==> src/rtl/sm16_pkg.sv <==
// Shared types for the sixteen-byte serial memory slave.
// Assumes: byte-wide bus transfers.
package sm16_pkg;

    localparam int unsigned BYTE_W = 8;

    typedef enum logic [3:0] {
        ST_IDLE,
        ST_CTRL,
        ST_CTRL_ACK,
        ST_ADDR,
        ST_ADDR_ACK,
        ST_WDATA,
        ST_WDATA_ACK,
        ST_RDATA,
        ST_RACK,
        ST_IGNORE
    } slv_state_e;

endpackage

==> src/rtl/sm16_line_sync.sv <==
// Brings SCL and SDA into the system clock domain and derives the bus events.
// Assumes: both lines idle high; the system clock is much faster than SCL.
module sm16_line_sync #(
    parameter int unsigned STAGES = 2
) (
    input  logic clk,
    input  logic rst_n,
    input  logic scl_i,
    input  logic sda_i,
    output logic sda_s,
    output logic scl_rise,
    output logic scl_fall,
    output logic start_det,
    output logic stop_det
);
    logic [STAGES-1:0] scl_sr_q;
    logic [STAGES-1:0] sda_sr_q;
    logic              scl_d_q;
    logic              sda_d_q;
    logic              scl_s;

    // Synchroniser chains for both lines, reset to the idle level.
    always_ff @(posedge clk) begin
        if (!rst_n) begin
            scl_sr_q <= '1;
            sda_sr_q <= '1;
        end else begin
            scl_sr_q <= {scl_sr_q[STAGES-2:0], scl_i};
            sda_sr_q <= {sda_sr_q[STAGES-2:0], sda_i};
        end
    end

    assign scl_s = scl_sr_q[STAGES-1];
    assign sda_s = sda_sr_q[STAGES-1];

    // One-cycle history of the synchronised lines for edge detection.
    always_ff @(posedge clk) begin
        if (!rst_n) begin
            scl_d_q <= 1'b1;
            sda_d_q <= 1'b1;
        end else begin
            scl_d_q <= scl_s;
            sda_d_q <= sda_s;
        end
    end

    // Bus events: clock edges, and data edges while the clock stays high.
    always_comb begin
        scl_rise  = !scl_d_q && scl_s;
        scl_fall  = scl_d_q && !scl_s;
        start_det = scl_d_q && scl_s && sda_d_q && !sda_s;
        stop_det  = scl_d_q && scl_s && !sda_d_q && sda_s;
    end

endmodule

==> src/rtl/sm16_regfile.sv <==
// Byte storage array with one synchronous write port and one combinational read port.
// Assumes: DEPTH is a power of two; contents clear on reset.
module sm16_regfile #(
    parameter int unsigned DEPTH = 16,
    parameter int unsigned DW    = 8,
    localparam int unsigned AW   = $clog2(DEPTH)
) (
    input  logic          clk,
    input  logic          rst_n,
    input  logic          we,
    input  logic [AW-1:0] waddr,
    input  logic [DW-1:0] wdata,
    input  logic [AW-1:0] raddr,
    output logic [DW-1:0] rdata
);
    logic [DW-1:0] mem_q [DEPTH];

    for (genvar g = 0; g < DEPTH; g++) begin : g_word
        // One storage word, loaded when its address is written.
        always_ff @(posedge clk) begin
            if (!rst_n) begin
                mem_q[g] <= '0;
            end else if (we && (waddr == AW'(g))) begin
                mem_q[g] <= wdata;
            end
        end
    end

    assign rdata = mem_q[raddr];

endmodule

==> src/rtl/sm16_busy_timer.sv <==
// Counts down the modelled write-cycle time after a write commits.
// Assumes: CYCLES >= 1; a new start while busy reloads the count.
module sm16_busy_timer #(
    parameter int unsigned CYCLES = 1000,
    localparam int unsigned CW    = $clog2(CYCLES + 1)
) (
    input  logic clk,
    input  logic rst_n,
    input  logic start,
    output logic busy
);
    logic [CW-1:0] cnt_q;

    // Load on commit, then count down to zero.
    always_ff @(posedge clk) begin
        if (!rst_n) begin
            cnt_q <= '0;
        end else if (start) begin
            cnt_q <= CW'(CYCLES);
        end else if (cnt_q != '0) begin
            cnt_q <= cnt_q - 1'b1;
        end
    end

    assign busy = (cnt_q != '0);

endmodule

==> src/rtl/i2c_mem16_slave.sv <==
// Two-wire serial memory slave with a sixteen-byte array, pointer and write-busy model.
// Assumes: no clock stretching; SDA is changed by the master only while SCL is low;
// sda_drive_low feeds an open-drain pad.
module i2c_mem16_slave #(
    parameter logic [6:0]  DEV_CODE    = 7'b1010000,
    parameter int unsigned DEPTH       = 16,
    parameter int unsigned BUSY_CYCLES = 1000,
    parameter int unsigned SYNC_STAGES = 2
) (
    input  logic clk,
    input  logic rst_n,
    input  logic scl_i,
    input  logic sda_i,
    output logic sda_drive_low
);
    import sm16_pkg::*;

    localparam int unsigned AW    = $clog2(DEPTH);
    localparam int unsigned CNT_W = $clog2(BYTE_W + 1);

    logic              sda_s;
    logic              scl_rise;
    logic              scl_fall;
    logic              start_det;
    logic              stop_det;
    logic              busy;
    logic              commit;
    logic [BYTE_W-1:0] rdata;
    logic [BYTE_W-1:0] rx_next;

    slv_state_e        state_q;
    logic [CNT_W-1:0]  bit_cnt_q;
    logic [BYTE_W-1:0] rx_q;
    logic [BYTE_W-1:0] tx_q;
    logic [AW-1:0]     ptr_q;
    logic              rw_q;
    logic              mack_q;
    logic              pend_q;
    logic [BYTE_W-1:0] wbyte_q;
    logic              drive_q;

    sm16_line_sync #(
        .STAGES(SYNC_STAGES)
    ) u_sync (
        .clk      (clk),
        .rst_n    (rst_n),
        .scl_i    (scl_i),
        .sda_i    (sda_i),
        .sda_s    (sda_s),
        .scl_rise (scl_rise),
        .scl_fall (scl_fall),
        .start_det(start_det),
        .stop_det (stop_det)
    );

    sm16_regfile #(
        .DEPTH(DEPTH),
        .DW   (BYTE_W)
    ) u_mem (
        .clk  (clk),
        .rst_n(rst_n),
        .we   (commit),
        .waddr(ptr_q),
        .wdata(wbyte_q),
        .raddr(ptr_q),
        .rdata(rdata)
    );

    sm16_busy_timer #(
        .CYCLES(BUSY_CYCLES)
    ) u_busy (
        .clk  (clk),
        .rst_n(rst_n),
        .start(commit),
        .busy (busy)
    );

    // A pending data byte is written when the transfer closes with a stop.
    assign commit  = stop_det && pend_q;
    assign rx_next = {rx_q[BYTE_W-2:0], sda_s};

    // Protocol sequencer: shifting, acknowledge decisions, pointer and read data.
    always_ff @(posedge clk) begin
        if (!rst_n) begin
            state_q   <= ST_IDLE;
            bit_cnt_q <= '0;
            rx_q      <= '0;
            tx_q      <= '0;
            ptr_q     <= '0;
            rw_q      <= 1'b0;
            mack_q    <= 1'b0;
            pend_q    <= 1'b0;
            wbyte_q   <= '0;
            drive_q   <= 1'b0;
        end else if (start_det) begin
            state_q   <= ST_CTRL;
            bit_cnt_q <= '0;
            pend_q    <= 1'b0;
            drive_q   <= 1'b0;
        end else if (stop_det) begin
            state_q <= ST_IDLE;
            drive_q <= 1'b0;
            pend_q  <= 1'b0;
            if (pend_q) begin
                ptr_q <= ptr_q + 1'b1;
            end
        end else begin
            unique case (state_q)
                ST_CTRL, ST_ADDR, ST_WDATA: begin
                    if (scl_rise && (bit_cnt_q != CNT_W'(BYTE_W))) begin
                        rx_q      <= rx_next;
                        bit_cnt_q <= bit_cnt_q + 1'b1;
                    end else if (scl_fall && (bit_cnt_q == CNT_W'(BYTE_W))) begin
                        bit_cnt_q <= '0;
                        if (state_q == ST_CTRL) begin
                            if ((rx_q[BYTE_W-1:1] == DEV_CODE) && !busy) begin
                                rw_q    <= rx_q[0];
                                drive_q <= 1'b1;
                                state_q <= ST_CTRL_ACK;
                            end else begin
                                state_q <= ST_IGNORE;
                            end
                        end else if (state_q == ST_ADDR) begin
                            if (rx_q[BYTE_W-1:AW] == '0) begin
                                ptr_q   <= rx_q[AW-1:0];
                                drive_q <= 1'b1;
                                state_q <= ST_ADDR_ACK;
                            end else begin
                                state_q <= ST_IGNORE;
                            end
                        end else begin
                            if (!pend_q) begin
                                wbyte_q <= rx_q;
                                pend_q  <= 1'b1;
                                drive_q <= 1'b1;
                                state_q <= ST_WDATA_ACK;
                            end else begin
                                state_q <= ST_IGNORE;
                            end
                        end
                    end
                end
                ST_CTRL_ACK: begin
                    if (scl_fall) begin
                        if (rw_q) begin
                            tx_q      <= rdata;
                            ptr_q     <= ptr_q + 1'b1;
                            drive_q   <= !rdata[BYTE_W-1];
                            bit_cnt_q <= '0;
                            state_q   <= ST_RDATA;
                        end else begin
                            drive_q <= 1'b0;
                            state_q <= ST_ADDR;
                        end
                    end
                end
                ST_ADDR_ACK, ST_WDATA_ACK: begin
                    if (scl_fall) begin
                        drive_q <= 1'b0;
                        state_q <= ST_WDATA;
                    end
                end
                ST_RDATA: begin
                    if (scl_fall) begin
                        if (bit_cnt_q == CNT_W'(BYTE_W - 1)) begin
                            drive_q   <= 1'b0;
                            bit_cnt_q <= '0;
                            state_q   <= ST_RACK;
                        end else begin
                            bit_cnt_q <= bit_cnt_q + 1'b1;
                            tx_q      <= {tx_q[BYTE_W-2:0], 1'b0};
                            drive_q   <= !tx_q[BYTE_W-2];
                        end
                    end
                end
                ST_RACK: begin
                    if (scl_rise) begin
                        mack_q <= !sda_s;
                    end else if (scl_fall) begin
                        if (mack_q) begin
                            tx_q      <= rdata;
                            ptr_q     <= ptr_q + 1'b1;
                            drive_q   <= !rdata[BYTE_W-1];
                            bit_cnt_q <= '0;
                            state_q   <= ST_RDATA;
                        end else begin
                            state_q <= ST_IGNORE;
                        end
                    end
                end
                default: begin
                    drive_q <= 1'b0;
                end
            endcase
        end
    end

    assign sda_drive_low = drive_q;

endmodule

==> config.mk <==
export PLATFORM = sky130hd
export DESIGN_NAME = i2c_mem16_slave
export DESIGN_NICKNAME = d
export VERILOG_FILES = /design/src/rtl/sm16_pkg.sv /design/src/rtl/sm16_line_sync.sv /design/src/rtl/sm16_regfile.sv /design/src/rtl/sm16_busy_timer.sv /design/src/rtl/i2c_mem16_slave.sv
export SDC_FILE = /design/constraint.sdc
export NUM_CORES = 1
export LEC_CHECK = 0
export BUFFER_PORTS_ARGS = -buffer_cell sky130_fd_sc_hd__buf_2
export CAP_MARGIN = 5
export CORE_MARGIN = 4
export CORE_UTILIZATION = 29
export CTS_BUF_LIST = sky130_fd_sc_hd__clkbuf_4
export DETAILED_ROUTE_END_ITERATION = 12
export GPL_TIMING_DRIVEN = 0
export HOLD_SLACK_MARGIN = 0.03
export SKIP_LAST_GASP = 1
export SLEW_MARGIN = 5
export SYNTH_ARGS = -nofsm -noshare
export SYNTH_HDL_FRONTEND = slang
export SYNTH_SLANG_ARGS = --single-unit
==> constraint.sdc <==
create_clock -name clk -period 3.35 [get_ports clk]
set_input_delay 0.8375 -clock clk [delete_from_list [all_inputs] [get_ports clk]]
set_output_delay 0.8375 -clock clk [all_outputs]
set_load 0.01 [all_outputs]
## After elaboration in Yosys (flattened, before gate mapping)

Memories as Yosys holds them, arrays and structs flattened. A register that Yosys moved wholly into a read port is not among the register bits.
Index checks and enable logic that the tools add are counted.

- Register bits after elaboration: 55
- Bits in writable memories: 128
- Output and inout port bits: 1
- Word-level logic and storage cells: 298
- Memories kept: 1

Memory list:

| name | depth | width | rd ports | clocked after memory_dff | write ports | RTL line | source |
|---|---|---|---|---|---|---|---|
| u_mem.mem_q | 16 | 8 | 1 | 1 | 16 | sm16_regfile.sv:16 | `logic [DW-1:0] mem_q [DEPTH];` |

- $add $sub $neg: 3
- Equality and inequality tests: 61
- Multiplexer cells: 134
- Bitwise logic cells: 23
- Reduce and logical (&&, ||, !) cells: 59

Operators by type and width:

| operator | number |
|---|---|
| two-way mux 4 bit | 37 |
| two-way mux 8 bit | 16 |
| two-way mux 1 bit | 66 |
| two-way mux 7 bit | 7 |
| inequality test 4 bit (second input constant) | 11 |
| == test 4 bit (second input constant) | 10 |
| == test 4 x 3 -> 1 bit (second input constant) | 9 |
| inequality test 3 bit (second input constant) | 12 |
| logical AND 1 bit | 27 |
| AND reduction 9 bit | 3 |
| inequality test 2 bit (second input constant) | 11 |
| case mux 7 bit (3 select lines) | 1 |
| two-way mux 10 bit | 2 |
| case mux 4 bit (5 select lines) | 1 |
| == test 4 x 2 -> 1 bit (second input constant) | 4 |
| bitwise OR 1 bit | 16 |
| case mux 4 bit (4 select lines) | 1 |
| AND reduction 13 bit | 1 |
| case mux 4 bit (3 select lines) | 1 |
| AND reduction 11 bit | 1 |
| AND reduction 10 bit | 1 |
| nonzero test 10 bit | 1 |
| subtractor 10 x 1 -> 10 bit (second input constant) | 1 |
| adder 4 x 1 -> 4 bit (second input constant) | 2 |
| other kinds (19) | 38 |

## Logic depth before layout (Yosys ltp)

- Word-level depth: 10
- Gate-level depth with buffers: 9

## By module

From an unflattened synthesis, not the netlist that was laid out.

- Cells, all modules: 755
- Area, all modules: 9225.1 sq um

By module, submodules not included:

| module | instances | cells an instance | area an instance (sq um) | sequential area each (sq um) |
|---|---|---|---|---|
| sm16_regfile | 1 | 381 | 5945.7 | 3843.7 |
| i2c_mem16_slave | 1 | 294 | 2544.9 | 780.7 |
| sm16_busy_timer | 1 | 64 | 544.3 | 200.2 |
| sm16_line_sync | 1 | 16 | 190.2 | 120.1 |

## Worst setup path before layout

No wires, ideal clock.

- Path type: register to register
- Start: register u_sync.sda_sr_q[1]
- End: memory u_mem.mem_q[0][0], enable pin
- Library setup time: 0.384 ns
- Arrival: 2.053 ns
- Setup slack: 0.913 ns
- Cell stages (with the launch flop): 8
- Path buffers: 3
- Clock period less this slack: 2.437 ns
- Path through: dfxtp_1 > clkbuf_1 > and4b_1 > clkbuf_1 > and2_0 > clkbuf_1 > nand2_1 > o21ai_0

RTL lines:

| what | RTL line | source |
|---|---|---|
| start, declared | sm16_line_sync.sv:17 | `logic [STAGES-1:0] sda_sr_q;` |
| start signal, assigned | sm16_line_sync.sv:29 | `sda_sr_q <= {sda_sr_q[STAGES-2:0], sda_i};` |
| end, declared | sm16_regfile.sv:16 |  |

==> results.yml <==
global_routing:
  grt_start_max_net_pins: 17
  grt_pass1_vias: 5960
  grt_pass1_wl_um: 34090
  grt_usage: 0.1282
  antenna_found_initial: 1
  grt_overflow: 0
synth:
  syn_nets: 783
  yosysWarnings: 0
  syn_area_per_cell_sq_um: 11.90
  ys_ff_latch: 187
  synth_cell_types: 72
  syn-cell-area_sq_mm: 0.009189
  netlist_instances: 772
  synthFlopType: "edfxtp_1"
  synth_edf_count: 128
  async_reset_ff_frac: 0
  synth-seq-area-share: 0.5468
run_status:
  outcome: "finished, final reports clean"
die:
  die_w_um: 186.0
  fp.coreArea_sq_mm: 0.03091
  die-area_sq_mm: 0.03460
  io_pins: 5
  fp.dieH_um: 186.0
  start_util: 0.2973
  num_rows: 64
timing:
  setup-violations-final: 0
  hold_viol_final: 0
  fin_skew_ns: 0.02923
  fin_crit_ns: 2.943
  slew_headroom: 0.3045
  timing.fmax_mhz: 339.8
  worst_pin_slew_ns: 1.034
  fin_crit_sh: 0.8785
  rsz0062_at_grt: "no"
  drv_slew: 0
routing:
  ant_nets: 0
  drt_iter0_drc: 541
  wire_per_inst_um: 17.48
  via_per_inst: 4.949
  drt_wl_total_um: 21210
  drt_first_pass_iters: 4
  dr_total_vias: 6003
  route.detailed.drc: 0
critical_path:
  arrival_ns: 3.17
  cp.required_ns: 3.58
  critPathKind: "flop to flop"
  r2r_cells: 7
  worst_setup_path_end_kind: "flop"
  cp_max_fo: 9
  cp-start-kind: "flop"
clocking:
  cts-root-buf: "clkbuf_4"
  insertion_delay_ns: 0.59
  cts_max_path_buffers: 2
  tritoncts: "yes"
  holdBufCountCts: 0
  numClockSinks: 187
  h-tree-depth: 4
  cts_buffers: 17
  clk_pin_slew_ns: 0.14
place:
  dp_hpwl_um: 15300
  gp_congestion: 0.9005
  port_buffers: 4
  post-place-cells: 1175
  place_area_sq_mm: 0.009727
pwr:
  power.leakage_nw: 3.367
  peakVddDrop_mv: 0.2308
  power_mw: 4.498
  cellPowerDensity_mw_per_mm2: 449.0
finish:
  design_area_sq_mm: 0.01002
  final_nets: 812
  final_cells: 1213
  drive_gt1_frac: 0.1216
  area_growth_pct: 9.014
min_path:
  hold-path-cell-count: 1
  hold_path_class: "flop to flop"
run:
  cap_violations: 0
final cells by class:
cell class                      count  area, sq um
Fill cell                        3144        20890
Sequential cell                   187         5025
Multi-Input combinational cell    512         3821
Tap cell                          396        495.5
Buffer                             52        264.0
Clock buffer                       23        172.7
Clock inverter                      9        92.59
Inverter                           21        78.83
Timing Repair Buffer               10        60.06
Antenna cell                        3        7.507
layer usage:
layer	vias to the layer above	wire length, um	track usage
li1	2887	-	-
met1	2937	9373	0.1694
met2	150	10310	0.2110
met3	29	992	0.02541
met4	0	529	0.04401
met5	-	0	0
state kept, by name (all words and copies together), names as in the netlist, named ones only:
| name | count |
|---|---|
| bit_cnt_q | 4 |
| mack_q | 1 |
| pend_q | 1 |
| ptr_q | 4 |
| rw_q | 1 |
| rx_q | 8 |
| sda_drive_low | 1 |
| state_q | 4 |
| tx_q | 7 |
| u_busy.cnt_q | 10 |
| u_mem.mem_q | 128 |
| u_sync.scl_d_q | 1 |
| u_sync.scl_sr_q | 2 |
| u_sync.sda_d_q | 1 |
| u_sync.sda_sr_q | 2 |
| wbyte_q | 8 |
stage by stage:
stage	setup slack (ns)	setup TNS (ns)	utilization	hold WS, ns
floorplan	0.9132	0	-	0.3863
global placement	-0.1424	-4.301	0.3140	0.3932
detailed placement	-0.03229	-0.2522	0.3147	0.3947
CTS	0.008817	0	0.3233	0.3911
global route	0.1825	0	0.3241	0.3955
finish	0.4069	0	0.3241	0.4225
power breakdown:
| part | switching [mW] | internal (mW) | total, mW |
|---|---|---|---|
| sequential | 0.0725 | 2.60 | 2.67 |
| combinational | 0.345 | 0.282 | 0.627 |
| clock | 0.776 | 0.425 | 1.20 |
| total | 1.19 | 3.30 | 4.50 |
layout by cell type, fill, tap and decap left out, types with 4 or more instances in the layout:
| cell | Yosys | layout |
|---|---|---|
| clkbuf_4 | 0 | 24 |
| a21oi_1 | 19 | 19 |
| inv_1 | 21 | 21 |
| nand2_1 | 27 | 27 |
| o211ai_1 | 13 | 13 |
| a32o_1 | 5 | 5 |
| clkbuf_1 | 35 | 35 |
| mux4_2 | 31 | 31 |
| edfxtp_1 | 128 | 128 |
| nor3_1 | 10 | 10 |
| mux2i_1 | 29 | 29 |
| buf_4 | 1 | 4 |
| buf_2 | 6 | 12 |
| a31oi_1 | 9 | 9 |
| xnor2_1 | 4 | 4 |
| o22ai_1 | 8 | 8 |
| dfxtp_1 | 59 | 59 |
| o211a_1 | 5 | 5 |
| nor2_1 | 39 | 39 |
| nor2b_1 | 20 | 20 |
| nand2b_1 | 23 | 23 |
| nand3b_1 | 4 | 4 |
| o21a_1 | 5 | 5 |
| o21ai_0 | 39 | 26 |
| and2_1 | 130 | 130 |
| nand3_1 | 13 | 13 |
| ha_1 | 7 | 7 |
| a21boi_0 | 8 | 8 |
| buf_6 | 5 | 5 |
| o21ai_1 | 0 | 13 |
path summary, 6_finish.rpt:
path	slack, ns	startpoint	to
setup / recovery	0.41	u_sync.sda_sr_q[1]	u_mem.mem_q[14][6]
hold / removal	0.42	u_sync.scl_sr_q[0]	u_sync.scl_sr_q[1]
setup reg to reg	0.41	u_sync.sda_sr_q[1]	u_mem.mem_q[14][6]
hold reg to reg	0.42	u_sync.scl_sr_q[0]	u_sync.scl_sr_q[1]
Yosys cell counts, types with 9 or more instances:
cell type	count	area [sq um]
edfxtp_1	128	3844
nand3_1	13	65.06
clkbuf_1	35	131.4
a21oi_1	19	95.09
nor3_1	10	50.05
mux2i_1	29	290.3
mux4_2	31	698.2
nand2b_1	23	143.9
and2_1	130	813.3
o211ai_1	13	97.59
nor2b_1	20	125.1
nand2_1	27	101.4
dfxtp_1	59	1181
a31oi_1	9	56.30
nor2_1	39	146.4
inv_1	21	78.83
o21ai_0	39	195.2
logic make-up after synthesis:
| kind of cell | share of synthesized area |
|---|---|
| mux | 0.1100 |
| xor+xnor | 0.006672 |
| buf+inv | 0.03731 |
| compound gates | 0.1006 |
| fa+ha+maj | 0.01062 |
| flops | 0.5468 |
| simple gates | 0.1879 |
timing repair:
item | in CTS | in global routing
setup buffers | 0 | 0
gates resized for setup | 1 | 5
endpoints found under the setup margin | 8 | 40
gates cloned | 0 | 0
critical path, cell delays in order (launching register included):
cell and delay (ns):
dfxtp_1 0.33, clkbuf_1 0.26, and4b_1 0.23, clkbuf_1 0.29
and2_0 0.17, clkbuf_1 0.26, nand2_1 0.29, o21ai_1 0.76
(Power assumes the default switching activity.)
